===== src/rtl/pwr_mode_pkg.sv =====
package pwr_mode_pkg;

    typedef struct packed {
        logic       clk_ext;
        logic       ref_ext;
        logic [1:0] shdn;
    } mode_t;

    typedef struct packed {
        logic adc_off;
        logic full_off;
    } pstate_t;

    localparam logic [1:0] A_MODE  = 2'd0;
    localparam logic [1:0] A_PHASE = 2'd1;
    localparam logic [1:0] A_BIAS  = 2'd2;
    localparam logic [1:0] A_FILT  = 2'd3;

    localparam logic [3:0] COMP_RST = 4'b0011;

    function automatic pstate_t decode_mode(mode_t m);
        pstate_t s;
        s.adc_off  = |m.shdn;
        s.full_off = m.shdn[0] & m.ref_ext & m.clk_ext;
        return s;
    endfunction

endpackage


===== src/rtl/pwr_rst_sync.sv =====
module pwr_rst_sync #(
    parameter int STAGES = 2
) (
    input  logic clk,
    input  logic arst_n,
    output logic hold
);
    logic [STAGES-1:0] chain_q;

    always_ff @(posedge clk or negedge arst_n) begin
        if (!arst_n) chain_q <= '0;
        else         chain_q <= {chain_q[STAGES-2:0], 1'b1};
    end

    assign hold = ~chain_q[STAGES-1];
endmodule


===== src/rtl/pwr_cfg_regs.sv =====
module pwr_cfg_regs
    import pwr_mode_pkg::*;
#(
    parameter int REG_W    = 16,
    parameter int PH_W     = 8,
    parameter int BIAS_DEF = 4000,
    parameter int FILT_DEF = 32
) (
    input  logic             clk,
    input  logic             hold,
    input  logic             wr,
    input  logic [1:0]       addr,
    input  logic [REG_W-1:0] wdata,
    output logic [REG_W-1:0] rdata,
    output mode_t            mode,
    output logic [PH_W-1:0]  phase,
    output logic [REG_W-1:0] bias_cnt,
    output logic [REG_W-1:0] filt_cnt
);
    localparam int MODE_W = $bits(mode_t);

    always_ff @(posedge clk) begin
        if (hold) begin
            mode     <= '0;
            phase    <= '0;
            bias_cnt <= REG_W'(BIAS_DEF);
            filt_cnt <= REG_W'(FILT_DEF);
        end else if (wr) begin
            case (addr)
                A_MODE:  mode     <= mode_t'(wdata[MODE_W-1:0]);
                A_PHASE: phase    <= wdata[PH_W-1:0];
                A_BIAS:  bias_cnt <= wdata;
                default: filt_cnt <= wdata;
            endcase
        end
    end

    always_comb begin
        case (addr)
            A_MODE:  rdata = {{(REG_W-MODE_W){1'b0}}, mode};
            A_PHASE: rdata = {{(REG_W-PH_W){1'b0}}, phase};
            A_BIAS:  rdata = bias_cnt;
            default: rdata = filt_cnt;
        endcase
    end
endmodule


===== src/rtl/pwr_settle_timer.sv =====
module pwr_settle_timer #(
    parameter int REG_W = 16
) (
    input  logic             clk,
    input  logic             sleep,
    input  logic [REG_W-1:0] bias_cnt,
    input  logic [REG_W-1:0] filt_cnt,
    output logic             pass_ok,
    output logic             suspect
);
    localparam int CNT_W = REG_W + 1;

    logic [CNT_W-1:0] elapsed_q;
    logic [CNT_W-1:0] limit;

    assign limit = {1'b0, bias_cnt} + {1'b0, filt_cnt};

    always_ff @(posedge clk) begin
        if (sleep)                  elapsed_q <= '0;
        else if (elapsed_q < limit) elapsed_q <= elapsed_q + 1'b1;
    end

    assign pass_ok = elapsed_q >= {1'b0, filt_cnt};
    assign suspect = elapsed_q < limit;
endmodule


===== src/rtl/pwr_out_gate.sv =====
module pwr_out_gate #(
    parameter int DATA_W = 24
) (
    input  logic              clk,
    input  logic              hold,
    input  logic              adc_off,
    input  logic              pass_ok,
    input  logic              suspect,
    input  logic [DATA_W-1:0] filt_data,
    input  logic              filt_drdy,
    output logic [DATA_W-1:0] dout,
    output logic              drdy,
    output logic              data_suspect
);
    logic [DATA_W-1:0] dout_q;
    logic              drdy_q;
    logic              sus_q;
    logic              quiet;
    logic              take;

    assign quiet = hold | adc_off;
    assign take  = filt_drdy & pass_ok;

    always_ff @(posedge clk) begin
        if (quiet) begin
            dout_q <= '0;
            drdy_q <= 1'b0;
            sus_q  <= 1'b0;
        end else begin
            drdy_q <= take;
            sus_q  <= take & suspect;
            if (take) dout_q <= filt_data;
        end
    end

    assign dout         = quiet ? '0 : dout_q;
    assign drdy         = drdy_q & ~quiet;
    assign data_suspect = sus_q & ~quiet;
endmodule


===== src/rtl/pwr_mode_ctrl.sv =====
module pwr_mode_ctrl
    import pwr_mode_pkg::*;
#(
    parameter int DATA_W          = 24,
    parameter int REG_W           = 16,
    parameter int PH_W            = 8,
    parameter int CORE_HZ         = 4_000_000,
    parameter int FILT_SETTLE_DEF = 32
) (
    input  logic              clk,
    input  logic              hrst_n,
    input  logic              cfg_wr,
    input  logic [1:0]        cfg_addr,
    input  logic [REG_W-1:0]  cfg_wdata,
    output logic [REG_W-1:0]  cfg_rdata,
    output logic              cfg_ready,
    input  logic [3:0]        mod_comp,
    output logic [3:0]        comp_state,
    input  logic [DATA_W-1:0] filt_data,
    input  logic              filt_drdy,
    output logic              filt_rst,
    output logic [DATA_W-1:0] dout,
    output logic              drdy,
    output logic              data_suspect,
    output logic [PH_W-1:0]   phase_out,
    output logic              bias_en,
    output logic              clk_gate_en,
    output logic              iref_en,
    output logic              mon_avdd_en,
    output logic              mon_dvdd_en
);
    localparam int BIAS_DEF = CORE_HZ / 1000;

    logic             hold;
    mode_t            mode;
    pstate_t          pst;
    logic [REG_W-1:0] bias_cnt;
    logic [REG_W-1:0] filt_cnt;
    logic             pass_ok;
    logic             suspect;

    pwr_rst_sync #(.STAGES(2)) u_sync (
        .clk    (clk),
        .arst_n (hrst_n),
        .hold   (hold)
    );

    pwr_cfg_regs #(
        .REG_W    (REG_W),
        .PH_W     (PH_W),
        .BIAS_DEF (BIAS_DEF),
        .FILT_DEF (FILT_SETTLE_DEF)
    ) u_regs (
        .clk      (clk),
        .hold     (hold),
        .wr       (cfg_wr & cfg_ready),
        .addr     (cfg_addr),
        .wdata    (cfg_wdata),
        .rdata    (cfg_rdata),
        .mode     (mode),
        .phase    (phase_out),
        .bias_cnt (bias_cnt),
        .filt_cnt (filt_cnt)
    );

    assign pst = decode_mode(mode);

    pwr_settle_timer #(.REG_W(REG_W)) u_timer (
        .clk      (clk),
        .sleep    (hold | pst.adc_off),
        .bias_cnt (bias_cnt),
        .filt_cnt (filt_cnt),
        .pass_ok  (pass_ok),
        .suspect  (suspect)
    );

    pwr_out_gate #(.DATA_W(DATA_W)) u_gate (
        .clk          (clk),
        .hold         (hold),
        .adc_off      (pst.adc_off),
        .pass_ok      (pass_ok),
        .suspect      (suspect),
        .filt_data    (filt_data),
        .filt_drdy    (filt_drdy),
        .dout         (dout),
        .drdy         (drdy),
        .data_suspect (data_suspect)
    );

    assign cfg_ready   = ~hold;
    assign filt_rst    = hold;
    assign comp_state  = hold ? COMP_RST : mod_comp;
    assign bias_en     = ~pst.adc_off;
    assign clk_gate_en = ~pst.adc_off;
    assign iref_en     = ~pst.full_off;
    assign mon_avdd_en = ~pst.full_off;
    assign mon_dvdd_en = ~pst.full_off;
endmodule


===== config.mk =====
export PLATFORM = sky130hd
export DESIGN_NAME = pwr_mode_ctrl
export DESIGN_NICKNAME = d
export VERILOG_FILES = /design/src/rtl/pwr_mode_pkg.sv /design/src/rtl/pwr_rst_sync.sv /design/src/rtl/pwr_cfg_regs.sv /design/src/rtl/pwr_settle_timer.sv /design/src/rtl/pwr_out_gate.sv /design/src/rtl/pwr_mode_ctrl.sv
export SDC_FILE = /design/constraint.sdc
export NUM_CORES = 1
export LEC_CHECK = 0
export ABC_AREA = 1
export BUFFER_PORTS_ARGS = -buffer_cell sky130_fd_sc_hd__buf_4
export CORE_UTILIZATION = 60
export CTS_CLUSTER_DIAMETER = 150
export CTS_CLUSTER_SIZE = 40
export DETAILED_ROUTE_END_ITERATION = 8
export GPL_TIMING_DRIVEN = 0
export PLACE_DENSITY = 0.87
export SLEW_MARGIN = 10
export SYNTH_ARGS = -nofsm -noshare
export SYNTH_HDL_FRONTEND = slang
export SYNTH_HIERARCHICAL = 1
export SYNTH_SLANG_ARGS = --single-unit

===== constraint.sdc =====
create_clock -name clk -period 5.4 [get_ports clk]
set_input_delay 0.81 -clock clk [delete_from_list [all_inputs] [get_ports clk]]
set_output_delay 0.81 -clock clk [all_outputs]
set_load 0.1 [all_outputs]

==> impl_metrics.py <==
metrics = {
    "final_layout": {
        "synthToLayoutAreaGrowth_pct": 19.6,
        "fillers": 844,
        "regArea_sq_um": 1790,
        "final_cell_mix": "nand2_1 (251), nor2_1 (148), inv_1 (134)",
        "layout.cells.most_common": "nand2_1",
        "nNetsFinal": 1180,
        "multi_input_area_sq_um": 3670,
        "drive_gt1_share_pct": 18.7,
        "utilization_pct": 75.2,
        "diodes": 0,
    },
    "floorplanning": {
        "dieArea_sq_um": 10800,
        "num_rows": 36,
        "io_pins": 111,
        "initial_core_util_pct": 62.9,
        "core_sq_um": 9910,
        "die_w_um": 104,
        "die_y_um": 104,
    },
    "placement": {
        "dpl.hpwl_um": 12400,
        "place.gp.congestion": 0.913,
        "pre_cts_ws_ps": 2200,
        "port_buffers": 109,
    },
    "clock_tree": {
        "ctsResizeCount": 0,
        "clk_latency_ps": 370,
        "cts_buffer_depth": 2,
        "root_buffer": "clkbuf_8",
        "cts_buffers": 9,
        "cts-hold-fix-buffers": 0,
        "clkSinkCount": 89,
        "post_cts_buffers": 0,
        "cts_tree": "done",
        "htree_levels": 3,
        "path_clk_slew_ps": 90,
    },
    "global_routing": {
        "grt_usage_pct": 30.9,
        "overflow": 0,
        "grt_max_degree": 17,
        "grt_pass1_vias": 6175,
        "antenna_found_initial": 0,
        "grt_first_pass_wirelength_um": 27700,
    },
    "timing": {
        "tns_ps": 0,
        "setup_slack_ps": 2150,
        "fin_crit_sh_pct": 60.1,
        "hold_viol": 0,
        "clock_skew_ps": 14.0,
        "setup_violations": 0,
        "rsz0062_at_grt": "no",
        "drv_slew": 0,
        "max_freq_ghz": 0.308,
        "tightest_slew_ps": 630,
        "fin_crit_ps": 3250,
        "relSlewSlack_pct": 58.0,
    },
    "yosys": {
        "synthCells": 960,
        "synthArstFlopShare_pct": 2.25,
        "syn-cell-area_sq_um": 6230,
        "ys.flop_type": "dfxtp_1",
        "ys_seq_area_share_pct": 28.7,
        "synth_fp_nets": 1060,
        "syn_area_per_cell_sq_um": 6.49,
        "ys_warn_count": 6,
        "synth_edf_count": 0,
        "ys_types": 42,
        "yosys_register_bits": 89,
    },
    "detailed_routing": {
        "vias": 6453,
        "viasPerCell": 5.30,
        "drt_iter0_drc": 432,
        "wl_per_cell_um": 13.3,
        "first_pass_iters": 5,
        "drc": 0,
        "ant_nets": 0,
        "drt-total-wl_um": 16300,
    },
    "power_and_ir_drop": {
        "pwr_density_cell_nw_per_um2": 213,
        "comb_power_share_pct": 22.6,
        "total_leakage_power_nw": 3.62,
        "peakVddDrop_v": 0.000195,
        "p_sw_uw": 520,
        "switching_share_pct": 32.8,
        "internal_power_mw": 1.07,
        "clkPwrFrac_pct": 33.9,
        "seq_power_share_pct": 43.5,
    },
    "worst_setup_path": {
        "criticalPathCategory": "register to register",
        "critPathRequiredTime_ps": 5710,
        "arrival_ps": 3560,
        "startpoint_type": "register",
        "reg2reg_depth": 20,
        "crit_path_end_kind": "register",
        "worst-path-max-fanout": 10,
    },
    "outcome": {
        "outcome": "finished clean",
    },
    "run": {
        "drv_cap": 0,
    },
    "min_path": {
        "hold_path.class": "input port to asynchronous set/reset pin",
    },
}
==> Yosys cell counts, types with 3 or more instances <==
| library cell | n | area [sq um] |
|---|---|---|
| nand2_1 | 251 | 942 |
| nor2_1 | 148 | 556 |
| inv_1 | 134 | 503 |
| dfxtp_1 | 87 | 1740 |
| nand3_1 | 81 | 405 |
| ha_1 | 49 | 613 |
| a21oi_1 | 34 | 170 |
| nand4_1 | 31 | 194 |
| a21oi_2 | 28 | 245 |
| buf_2 | 16 | 80.1 |
| o21ai_0 | 11 | 55.1 |
| xnor2_1 | 11 | 96.3 |
| buf_4 | 8 | 60.1 |
| nand2_2 | 8 | 50.1 |
| clkbuf_1 | 7 | 26.3 |
| nor3_1 | 7 | 35.0 |
| buf_6 | 6 | 67.6 |
| o22ai_1 | 4 | 25.0 |
| xor2_1 | 4 | 35.0 |
| nand3_2 | 3 | 30.0 |
| o21bai_1 | 3 | 22.5 |
| or2_1 | 3 | 18.8 |
==> flip-flops by register name, indices dropped and copies added, names as in the netlist <==
signal	count
u_regs/mode	4
u_regs/phase	8
u_timer/elapsed_q	17
u_gate/dout_q	24
u_gate/sus_q	1
u_regs/filt_cnt	16
u_gate/drdy_q	1
u_regs/bias_cnt	16
u_sync/chain_q	2
==> power by group through the flow <==
stage          sequential (mW)  combinational (mW)  clock, mW
4_1_cts                  0.689               0.355      0.543
6_report                 0.690               0.358      0.538
2_1_floorplan            0.714               0.247          0
3_5_place_dp             0.705               0.353          0
3_3_place_gp             0.704               0.347          0
5_1_grt                  0.693               0.388      0.571
==> routing by layer <==
layer | share of wire (%) | GRT usage, % | vias up
met5 | 0 | 0 | -
met4 | 2.1 | 10.9 | 0
met3 | 5.8 | 4.45 | 31
met2 | 49 | 54.2 | 231
met1 | 43 | 38.6 | 2902
li1 | - | - | 3289
==> final timing paths <==
path                                     from           endpoint  slack [ps]
min in group clk            u_sync/chain_q[0]  u_sync/chain_q[1]         360
min                                    hrst_n  u_sync/chain_q[0]         210
min reg2reg                 u_sync/chain_q[0]  u_sync/chain_q[1]         360
max in group asynchronous              hrst_n  u_sync/chain_q[1]        5110
max reg2reg                u_regs/filt_cnt[0]       u_gate/sus_q        2150
max                        u_regs/filt_cnt[0]       u_gate/sus_q        2150
==> critical path, cell delays in order (launching register included) <==
cell	delay [ps]
dfxtp_1	380
ha_1	240
fa_1	400
nand3_1	90
nand2_1	120
nand2_1	80
nand2_1	90
nand4_1	90
nand2_1	70
xnor2_1	140
ha_1	300
nand2_1	70
nand2_1	50
nand2_1	50
nand2_1	80
a21oi_4	310
nand3_4	210
buf_12	200
inv_1	50
nand3_1	70
nor2_1	100
==> area by class of cell <==
cell class / instances / area share (%)
Buffer: 39 / 3.46
Clock buffer: 10 / 1.85
Clock inverter: 6 / 1.31
Inverter: 136 / 6.85
Multi-Input combinational cell: 696 / 49.3
Sequential cell: 89 / 24.0
Tap cell: 133 / 2.23
Timing Repair Buffer: 109 / 11.0
==> logic make-up (layout without fill, tap and decap cells) <==
| group | after synthesis | after routing | synth area share (%) |
|---|---|---|---|
| AND/OR/NAND/NOR | 542 | 542 | 37.2 |
| flip-flops | 89 | 89 | 28.7 |
| buffers and inverters | 175 | 300 | 12.3 |
| other | 1 | 1 | 0.0602 |
| adder cells (fa/ha/maj) | 50 | 50 | 10.2 |
| AO/OA/AOI/OAI | 88 | 88 | 9.37 |
| XOR/XNOR | 15 | 15 | 2.11 |
==> metrics by stage <==
stage	instance area, sq um	power (mW)	hold slack [ps]	instances
after floorplan	6230	0.960	331	960
after global routing	7450	1.65	190	1218
after detailed placement	7220	1.06	340	1202
after CTS	7450	1.59	194	1218
final	7450	1.59	206	1218
after global placement	7220	1.05	334	1202
No activity file was read; power rests on OpenSTA's default activity.
